### src/rtl/plru_pkg.sv
package plru_pkg;

  // Mark the path to 'way' so every node points to the other half.
  function automatic logic [63:0] tree_touch(logic [63:0] t, int unsigned way, int lg);
    logic [63:0] r;
    int unsigned node;
    logic dir;
    r = t;
    node = 0;
    for (int l = 0; l < 6; l++) begin
      if (l < lg) begin
        dir = 1'((way >> (lg - 1 - l)) & 1);
        r[node[5:0]] = ~dir;
        node = 2 * node + 1 + 32'(dir);
      end
    end
    return r;
  endfunction

  // Follow the stored bits from the root down to a leaf.
  function automatic int unsigned tree_pick(logic [63:0] t, int lg);
    int unsigned node;
    int unsigned way;
    logic dir;
    node = 0;
    way = 0;
    for (int l = 0; l < 6; l++) begin
      if (l < lg) begin
        dir = t[node[5:0]];
        way = (way << 1) | 32'(dir);
        node = 2 * node + 1 + 32'(dir);
      end
    end
    return way;
  endfunction

  // Index of the lowest cleared bit among the first 'ways' bits.
  function automatic int unsigned lowest_free(logic [63:0] m, int ways);
    int unsigned idx;
    idx = 0;
    for (int i = 63; i >= 0; i--) begin
      if (i < ways && !m[i]) idx = 32'(i);
    end
    return idx;
  endfunction

endpackage

### src/rtl/plru_tree_store.sv
module plru_tree_store #(
  parameter int WAYS = 8,
  parameter int SETS = 64
) (
  input  logic                     clk,
  input  logic                     rst_n,
  input  logic                     acc_en,
  input  logic [$clog2(SETS)-1:0]  acc_set,
  input  logic [$clog2(WAYS)-1:0]  acc_way,
  input  logic [$clog2(SETS)-1:0]  rd_set,
  output logic [WAYS-2:0]          rd_tree
);
  localparam int NB = WAYS - 1;
  localparam int LW = $clog2(WAYS);
  localparam int SW = $clog2(SETS);

  logic [NB-1:0] tree_q [SETS];

  for (genvar s = 0; s < SETS; s++) begin : g_set
    logic [63:0] nxt_wide;
    logic        hit_set;
    assign hit_set  = acc_en && (acc_set == SW'(s));
    assign nxt_wide = plru_pkg::tree_touch({{(64-NB){1'b0}}, tree_q[s]}, 32'(acc_way), LW);
    always_ff @(posedge clk) begin
      if (!rst_n) tree_q[s] <= '0;
      else if (hit_set) tree_q[s] <= nxt_wide[NB-1:0];
    end
  end

  assign rd_tree = tree_q[rd_set];
endmodule

### src/rtl/plru_victim_pick.sv
module plru_victim_pick #(
  parameter int WAYS = 8
) (
  input  logic [WAYS-2:0]         tree,
  input  logic [WAYS-1:0]         valid,
  output logic [$clog2(WAYS)-1:0] way,
  output logic                    any_free
);
  localparam int NB = WAYS - 1;
  localparam int LW = $clog2(WAYS);

  logic [LW-1:0] tree_way;
  logic [LW-1:0] free_way;

  assign any_free = ~&valid;
  assign tree_way = LW'(plru_pkg::tree_pick({{(64-NB){1'b0}}, tree}, LW));
  assign free_way = LW'(plru_pkg::lowest_free({{(64-WAYS){1'b1}}, valid}, WAYS));
  assign way      = any_free ? free_way : tree_way;
endmodule

### src/rtl/plru_victim_sel.sv
module plru_victim_sel #(
  parameter int WAYS = 8,
  parameter int SETS = 64
) (
  input  logic                     clk,
  input  logic                     rst_n,
  input  logic                     acc_en,
  input  logic [$clog2(SETS)-1:0]  acc_set,
  input  logic [$clog2(WAYS)-1:0]  acc_way,
  input  logic                     qry_en,
  input  logic [$clog2(SETS)-1:0]  qry_set,
  input  logic [WAYS-1:0]          qry_valid,
  output logic [$clog2(WAYS)-1:0]  vic_way,
  output logic                     vic_ok
);
  localparam int LW = $clog2(WAYS);

  logic [WAYS-2:0] set_tree;
  logic [LW-1:0]   pick_way;
  logic            pick_free;

  plru_tree_store #(.WAYS(WAYS), .SETS(SETS)) u_store (
    .clk(clk), .rst_n(rst_n), .acc_en(acc_en), .acc_set(acc_set),
    .acc_way(acc_way), .rd_set(qry_set), .rd_tree(set_tree)
  );

  plru_victim_pick #(.WAYS(WAYS)) u_pick (
    .tree(set_tree), .valid(qry_valid), .way(pick_way), .any_free(pick_free)
  );

  always_ff @(posedge clk) begin
    if (!rst_n) begin
      vic_ok  <= 1'b0;
      vic_way <= '0;
    end else begin
      vic_ok <= qry_en;
      if (qry_en) vic_way <= pick_way;
    end
  end
endmodule

### config.mk
export PLATFORM = sky130hd
export DESIGN_NAME = plru_victim_sel
export DESIGN_NICKNAME = d
export VERILOG_FILES = /design/src/rtl/plru_pkg.sv /design/src/rtl/plru_tree_store.sv /design/src/rtl/plru_victim_pick.sv /design/src/rtl/plru_victim_sel.sv
export SDC_FILE = /design/constraint.sdc
export NUM_CORES = 1
export LEC_CHECK = 0
export ABC_AREA = 1
export BUFFER_PORTS_ARGS = -buffer_cell sky130_fd_sc_hd__buf_2
export CAP_MARGIN = 5
export CORE_ASPECT_RATIO = 2
export CORE_MARGIN = 2
export CORE_UTILIZATION = 47
export DETAILED_ROUTE_END_ITERATION = 12
export HOLD_SLACK_MARGIN = 0.03
export PLACE_DENSITY = 0.64
export SYNTH_ARGS = -nofsm -noshare
export SYNTH_HDL_FRONTEND = slang
export SYNTH_HIERARCHICAL = 1
export SYNTH_SLANG_ARGS = --single-unit
### constraint.sdc
create_clock -name clk -period 8.3 [get_ports clk]
set_input_delay 1.66 -clock clk [delete_from_list [all_inputs] [get_ports clk]]
set_output_delay 1.66 -clock clk [all_outputs]
set_load 0.1 [all_outputs]
; ---- Word-level counts from Yosys, hierarchy flattened
; Memories as Yosys holds them, arrays and structs flattened.
; Cells that the tools add are included.
[totals]
register_bits = 4
ramBits = 448
out_inout_bits = 4
wordCells = 617
n_memories = 1
[memory_table]
columns = name, words, width, read_ports, rd_ports_with_merged_regs, wr, line_no
row1 = u_store.tree_q, 64, 7, 65, 0, 64, plru_tree_store.sv:17  ; logic [NB-1:0] tree_q [SETS];
[classes]
addsub = 6
order_cmp = 6
n_eq_ne = 63
muxes = 402
bitwise_logic = 69
n_reduce_logical = 68
[op_table]
columns = operator, count
row1 = bitwise mux 64 bit, 128
row2 = two-way mux 7 bit, 64
row3 = two-way mux 1 bit, 197
row4 = equality test 6 bit (second input constant), 32
row5 = equality test 6 x 5 -> 1 bit (second input constant), 16
row6 = logical AND 1 bit, 66
row7 = OR 1 bit, 64
row8 = equality test 6 x 4 -> 1 bit (second input constant), 8
row9 = < comparator 6 x 7 -> 1 bit (second input constant), 4
row10 = two-way mux 3 bit, 9
row11 = equality test 6 x 3 -> 1 bit (second input constant), 4
row12 = adder 6 x 1 -> 6 bit, 2
row13 = adder 6 x 1 -> 6 bit (second input constant), 2
row14 = binary-select mux 1 bit (select 6 bit), 2
row15 = demux 1 bit (select 6 bit), 2
row16 = equality test 6 x 2 -> 1 bit (second input constant), 2
row17 = >= comparator 6 x 1 -> 1 bit (second input constant), 2
row18 = AND reduction 8 bit, 1
row19 = equality test 6 x 1 -> 1 bit (second input constant), 1
row20 = zero test 6 bit, 1
row21 = adder 1 x 1 -> 2 bit (first input constant), 2
row22 = NOT 1 bit, 3
row23 = OR 3 x 1 -> 3 bit, 1
row24 = OR 2 x 1 -> 2 bit, 1

; ---- Longest topological paths before layout
[depth]
word_depth = 9
mapped_depth = 26

; ---- Cells and area by module
; Netlist, hierarchy kept.
[by_module_without_submodules]
columns = module, n_inst, cells_each, area_each_um2, seq_area_each_um2
row1 = plru_tree_store, 1, 2671, 23422.5, 13452.9
row2 = plru_victim_pick, 1, 48, 225.2, 0.0
row3 = plru_victim_sel, 1, 21, 143.9, 80.1

; ---- Worst setup path before layout
; No wires, ideal clock.
[synth_path]
kind = input -> register
from = input port qry_set[1]
to = register vic_way[0]
setup_ns = 0.065
arrival_ns = 3.836
t_required_ns = 8.235
setup_slack_ns = 4.399
cell_stages = 24
path_buffers = 3
path_cell_list = buf_2 buf_4 clkbuf_1 nand3_1 nand3_1 nand2_1 nand2_1 nand3_1 nand3_1 nand2_1 inv_2 nand2_4 nand2_2 inv_1 ha_1 nand2_1 o21a_1 nand2_1 nand3_1 nand2_1 inv_1 nand2_1 nand2_1 nor2_1
[synth_between]
elab_chain_len = 9
elab_cells_between_ends = 10
classes_between = add/sub (3) / mux (5) / bitwise (1) / memory (1)
[synth_lines]
columns = element, line_no
row1 = "start, declared", plru_victim_sel.sv:11  ; input logic [$clog2(SETS)-1:0] qry_set,
row2 = memory read (64 x 7 bit) *, --
row3 = via set_tree[0], plru_victim_sel.sv:18  ; logic [WAYS-2:0] set_tree;
row4 = adder 1 x 1 -> 2 bit, plru_pkg.sv:31  ; node = 2 * node + 1 + 32'(dir);
row5 = binary-select mux 1 bit (select 6 bit), plru_pkg.sv:29  ; dir = t[node[5:0]];
row6 = two-way mux 1 bit (implied by the code), plru_pkg.sv:29
row7 = adder 6 x 1 -> 6 bit, plru_pkg.sv:31
row8 = binary-select mux 1 bit (select 6 bit) *, plru_pkg.sv:29
row9 = two-way mux 1 bit (implied by the code) *, plru_pkg.sv:29
row10 = OR 3 x 1 -> 3 bit *, plru_pkg.sv:30  ; way = (way << 1) | 32'(dir);
row11 = two-way mux 3 bit *, plru_victim_pick.sv:18  ; assign way = any_free ? free_way : tree_way;
row12 = via pick_way[0], plru_victim_sel.sv:19  ; logic [LW-1:0] pick_way;
row13 = "end signal, assigned", plru_victim_sel.sv:37  ; if (qry_en) vic_way <= pick_way;
row14 = "end, declared", plru_victim_sel.sv:13  ; output logic [$clog2(WAYS)-1:0] vic_way,
; Mark *: on every way through the listed nets, which the timed path passes. The rest lies on a longest branch. The select of a mux whose other input is x is not followed.
; A chain may end at the register's enable or synchronous reset.

; ---- Worst setup path after layout
[layout_path]
from = input port qry_set[2]
to = register vic_way[0]
; The elaborated chain is that of the path after synthesis.

==> impl_metrics.py <==
metrics = {
    "yosys": {
        "synth_seq_cells": 452,
        "ys_warn_count": 6,
        "syn-cell-area_mm2": 0.0238,
        "ys_seq_area_share_pct": 56.9,
        "synthDistinctLibCells": 29,
        "syn-num-nets": 2768,
        "synth.avg_cell_area_um2": 8.68,
        "syn-instance-count": 2740,
    },
    "global_routing": {
        "antenna_found_initial": 1,
        "grt_pass1_wl_um": 117000,
        "grt_use_total_pct": 29.7,
        "grt_max_degree": 128,
        "first_global_vias": 19850,
        "grt.overflow.total": 0,
    },
    "floorplanning": {
        "core-area_mm2": 0.0501,
        "die_x_um": 163,
        "num_io_pins": 31,
        "die_h_um": 322,
        "fp-row-count": 116,
        "start_util_pct": 47.5,
        "die_area_mm2": 0.0525,
    },
    "worst_hold_path": {
        "whs_endpoint": "vic_way[1]",
        "min_from": "vic_way[1]",
        "min_path_cells": 2,
        "hp-class": "reg -> reg",
    },
    "detailed_routing": {
        "vias": 20153,
        "route.detailed.drc": 0,
        "wl_per_cell_um": 23.5,
        "routed_via_density": 6.07,
        "drt-pass1-iter-count": 8,
        "drtAntennaViolNets": 0,
        "drt_wl_total_um": 78100,
        "first_iter_violations": 1947,
    },
    "worst_setup_path": {
        "r2r_start": "u_store/tree_q[11][0]",
        "slowest_delay_ns": 0.82,
        "arrival_ns": 5.79,
        "regToRegSetupSlack_ns": 5.46,
        "required_ns": 8.80,
        "path_class": "in -> reg",
        "cp-end-kind": "flip-flop",
        "critical-path-slowest-cell": "clkinv_1",
        "cp_cell_sequence": "buf_2 > buf_4 > clkinv_1 > buf_4 > nand3_1 > nand2_1 > nand2_1 > nand3_1 > nand3_1 > nand2_1 > inv_2 > nand2_4 > nand2_2 > inv_1 > ha_1 > nand2_1 > o21a_1 > nand2_1 > nand3_1 > nand2_1 > inv_1 > nand2_1 > nand2_1 > nor2_1",
        "r2r-end": "vic_way[0]",
        "reg2regPathDepth": 22,
        "start_kind": "primary input",
        "worstPathMaxFanout": 57,
        "crit_path_frequent_cell": "nand2_1",
    },
    "pwr": {
        "pwr-share-clk_pct": 38.8,
        "powerDensity_mw_per_mm2": 205,
        "swShare_pct": 25.6,
        "seq_power_share_pct": 50.6,
        "p_int_mw": 3.88,
        "power.net_switching_mw": 1.34,
        "leakage_nw": 9.41,
        "vdd_drop_max_mv": 0.183,
        "power_frac_comb_pct": 10.7,
    },
    "sta": {
        "post-route-period-util_pct": 63.8,
        "fin_crit_ns": 5.29,
        "worst_hold_slack_ns": 0.475,
        "setup-violations-final": 0,
        "finalHoldViolations": 0,
        "finalWorstSetupSlack_ns": 3.01,
        "fmax_mhz": 189,
        "fin_skew_ns": 0.0242,
        "slew_viol_final": 0,
        "slew-limit-headroom_pct": 15.8,
        "tightest_slew_ns": 1.25,
        "rsz0062_at_grt": "false",
        "tns_ns": 0,
    },
    "clocking": {
        "clock_latency_ns": 0.58,
        "clkTransAtPathRegs_ns": 0.06,
        "cts_hold_buf": 0,
        "cts_buffers": 42,
        "cts_tree": "yes",
        "ctsRootBufferMaster": "clkbuf_16",
        "cts.sinks": 452,
        "h-tree-depth": 2,
        "cts_max_path_buffers": 3,
        "postCtsSetupBuffers": 0,
        "cts_resized": 0,
    },
    "cells_and_area": {
        "fin_cells": 3318,
        "antenna_cells": 0,
        "drive_above_1_share_pct": 7.34,
        "area_growth_pct": 7.11,
        "fin_util_pct": 50.9,
        "nets": 2667,
    },
    "run_status": {
        "status": "complete, no violations",
    },
    "place": {
        "hpwl_um": 49000,
        "globalplace.congestion": 0.953,
        "io_buffers": 30,
        "pre_cts_slack_ns": 2.59,
        "dp.cells": 3243,
    },
    "run": {
        "max_cap_viol_count": 0,
    },
}
[power by group through the flow]
stage	Clock [mW]	Sequential, mW	Combinational (mW)
floorplan	0	2.68	0.361
global placement	0	2.68	0.540
detailed placement	0	2.69	0.544
CTS	2.06	2.64	0.546
global route	2.13	2.65	0.593
finish	2.02	2.64	0.556
[worst max path at each step]
stage,start,to,slack (ns),cells past startpoint
2_1_floorplan,qry_set[1],vic_way[0],4.40,24
3_3_place_gp,qry_set[2],vic_way[0],2.70,24
3_5_place_dp,qry_set[2],vic_way[0],2.59,24
4_1_cts,qry_set[2],vic_way[0],3.16,24
5_1_grt,qry_set[0],vic_way[0],2.84,24
6_report,qry_set[2],vic_way[0],3.01,24
[cells in the final DEF (no fill, tap or decap), drive strengths merged, types with 17 or more instances in the layout]
cell | Yosys | routed
a21oi | 385 | 385
clkinv | 0 | 17
edfxtp | 448 | 448
clkbuf | 95 | 48
o21ai | 20 | 20
nor2 | 227 | 227
buf | 109 | 59
inv | 46 | 45
nand2 | 947 | 947
nand3 | 451 | 451
[worst max-delay path, delay by kind of cell]
kind | cells | cell delay, ns
fa+ha+maj | 1 | 0.33
compound gates | 1 | 0.18
buf+inv | 7 | 2.25
simple gates | 15 | 1.33
[through the flow]
| stage | total power, mW | instance area, um^2 |
|---|---|---|
| 2_1_floorplan | 3.04 | 23800 |
| 3_3_place_gp | 3.22 | 24100 |
| 3_5_place_dp | 3.23 | 24100 |
| 4_1_cts | 5.24 | 25500 |
| 5_1_grt | 5.37 | 25500 |
| 6_report | 5.22 | 25500 |
[per-layer routing]
layer / part of all wire [%] / track usage [%] / vias to the layer above
li1: - / - / 9174
met1: 34 / 32.1 / 9674
met2: 51 / 52.4 / 1027
met3: 6.7 / 3.38 / 276
met4: 8.7 / 22.9 / 2
met5: 0.017 / 0 / -
[cells in the mapped netlist]
cell,count,area [um^2]
nand4_1,2,12.5
buf_2,59,295
nor2_4,9,101
buf_6,1,11.3
o21ai_1,1,5.00
buf_12,1,20.0
nand3_2,27,270
inv_4,1,6.26
inv_1,37,139
buf_4,27,203
o21a_1,1,7.51
a21oi_2,1,8.76
buf_1,21,78.8
clkbuf_1,95,357
nor2_1,210,788
ha_1,1,12.5
nand2_2,1,6.26
nand3_1,416,2080
edfxtp_1,448,13500
a21oi_1,384,1920
nand2_1,945,3550
nand3_4,8,140
nor2_2,8,50.1
nor3_4,3,48.8
nor3_2,1,10.0
o21ai_0,19,95.1
nand2_4,1,11.3
dfxtp_1,4,80.1
inv_2,8,30.0
[flip-flops by register name, summed over array words and instances (netlist names)]
signal	cells
u_store/tree_q	448
vic_ok	1
vic_way	3
[cell type report]
type	instances	area, um^2
Sequential cell	452	13500
Multi-Input combinational cell	2038	9150
Tap cell	649	812
Clock buffer	48	1090
Fill cell	4694	24600
Timing Repair Buffer	59	404
Clock inverter	26	305
Inverter	46	181
[cell families (layout without fill, tap and decap cells)]
family	after synthesis	in the layout	synth area share (%)
buffers and inverters	250	179	4.79
adders and majority gates	1	1	0.0526
and+or+nand+nor	1631	1631	29.7
AOI/OAI and AO/OA	406	406	8.57
DFF	452	452	56.9
No activity file was read; power rests on OpenSTA's default activity.
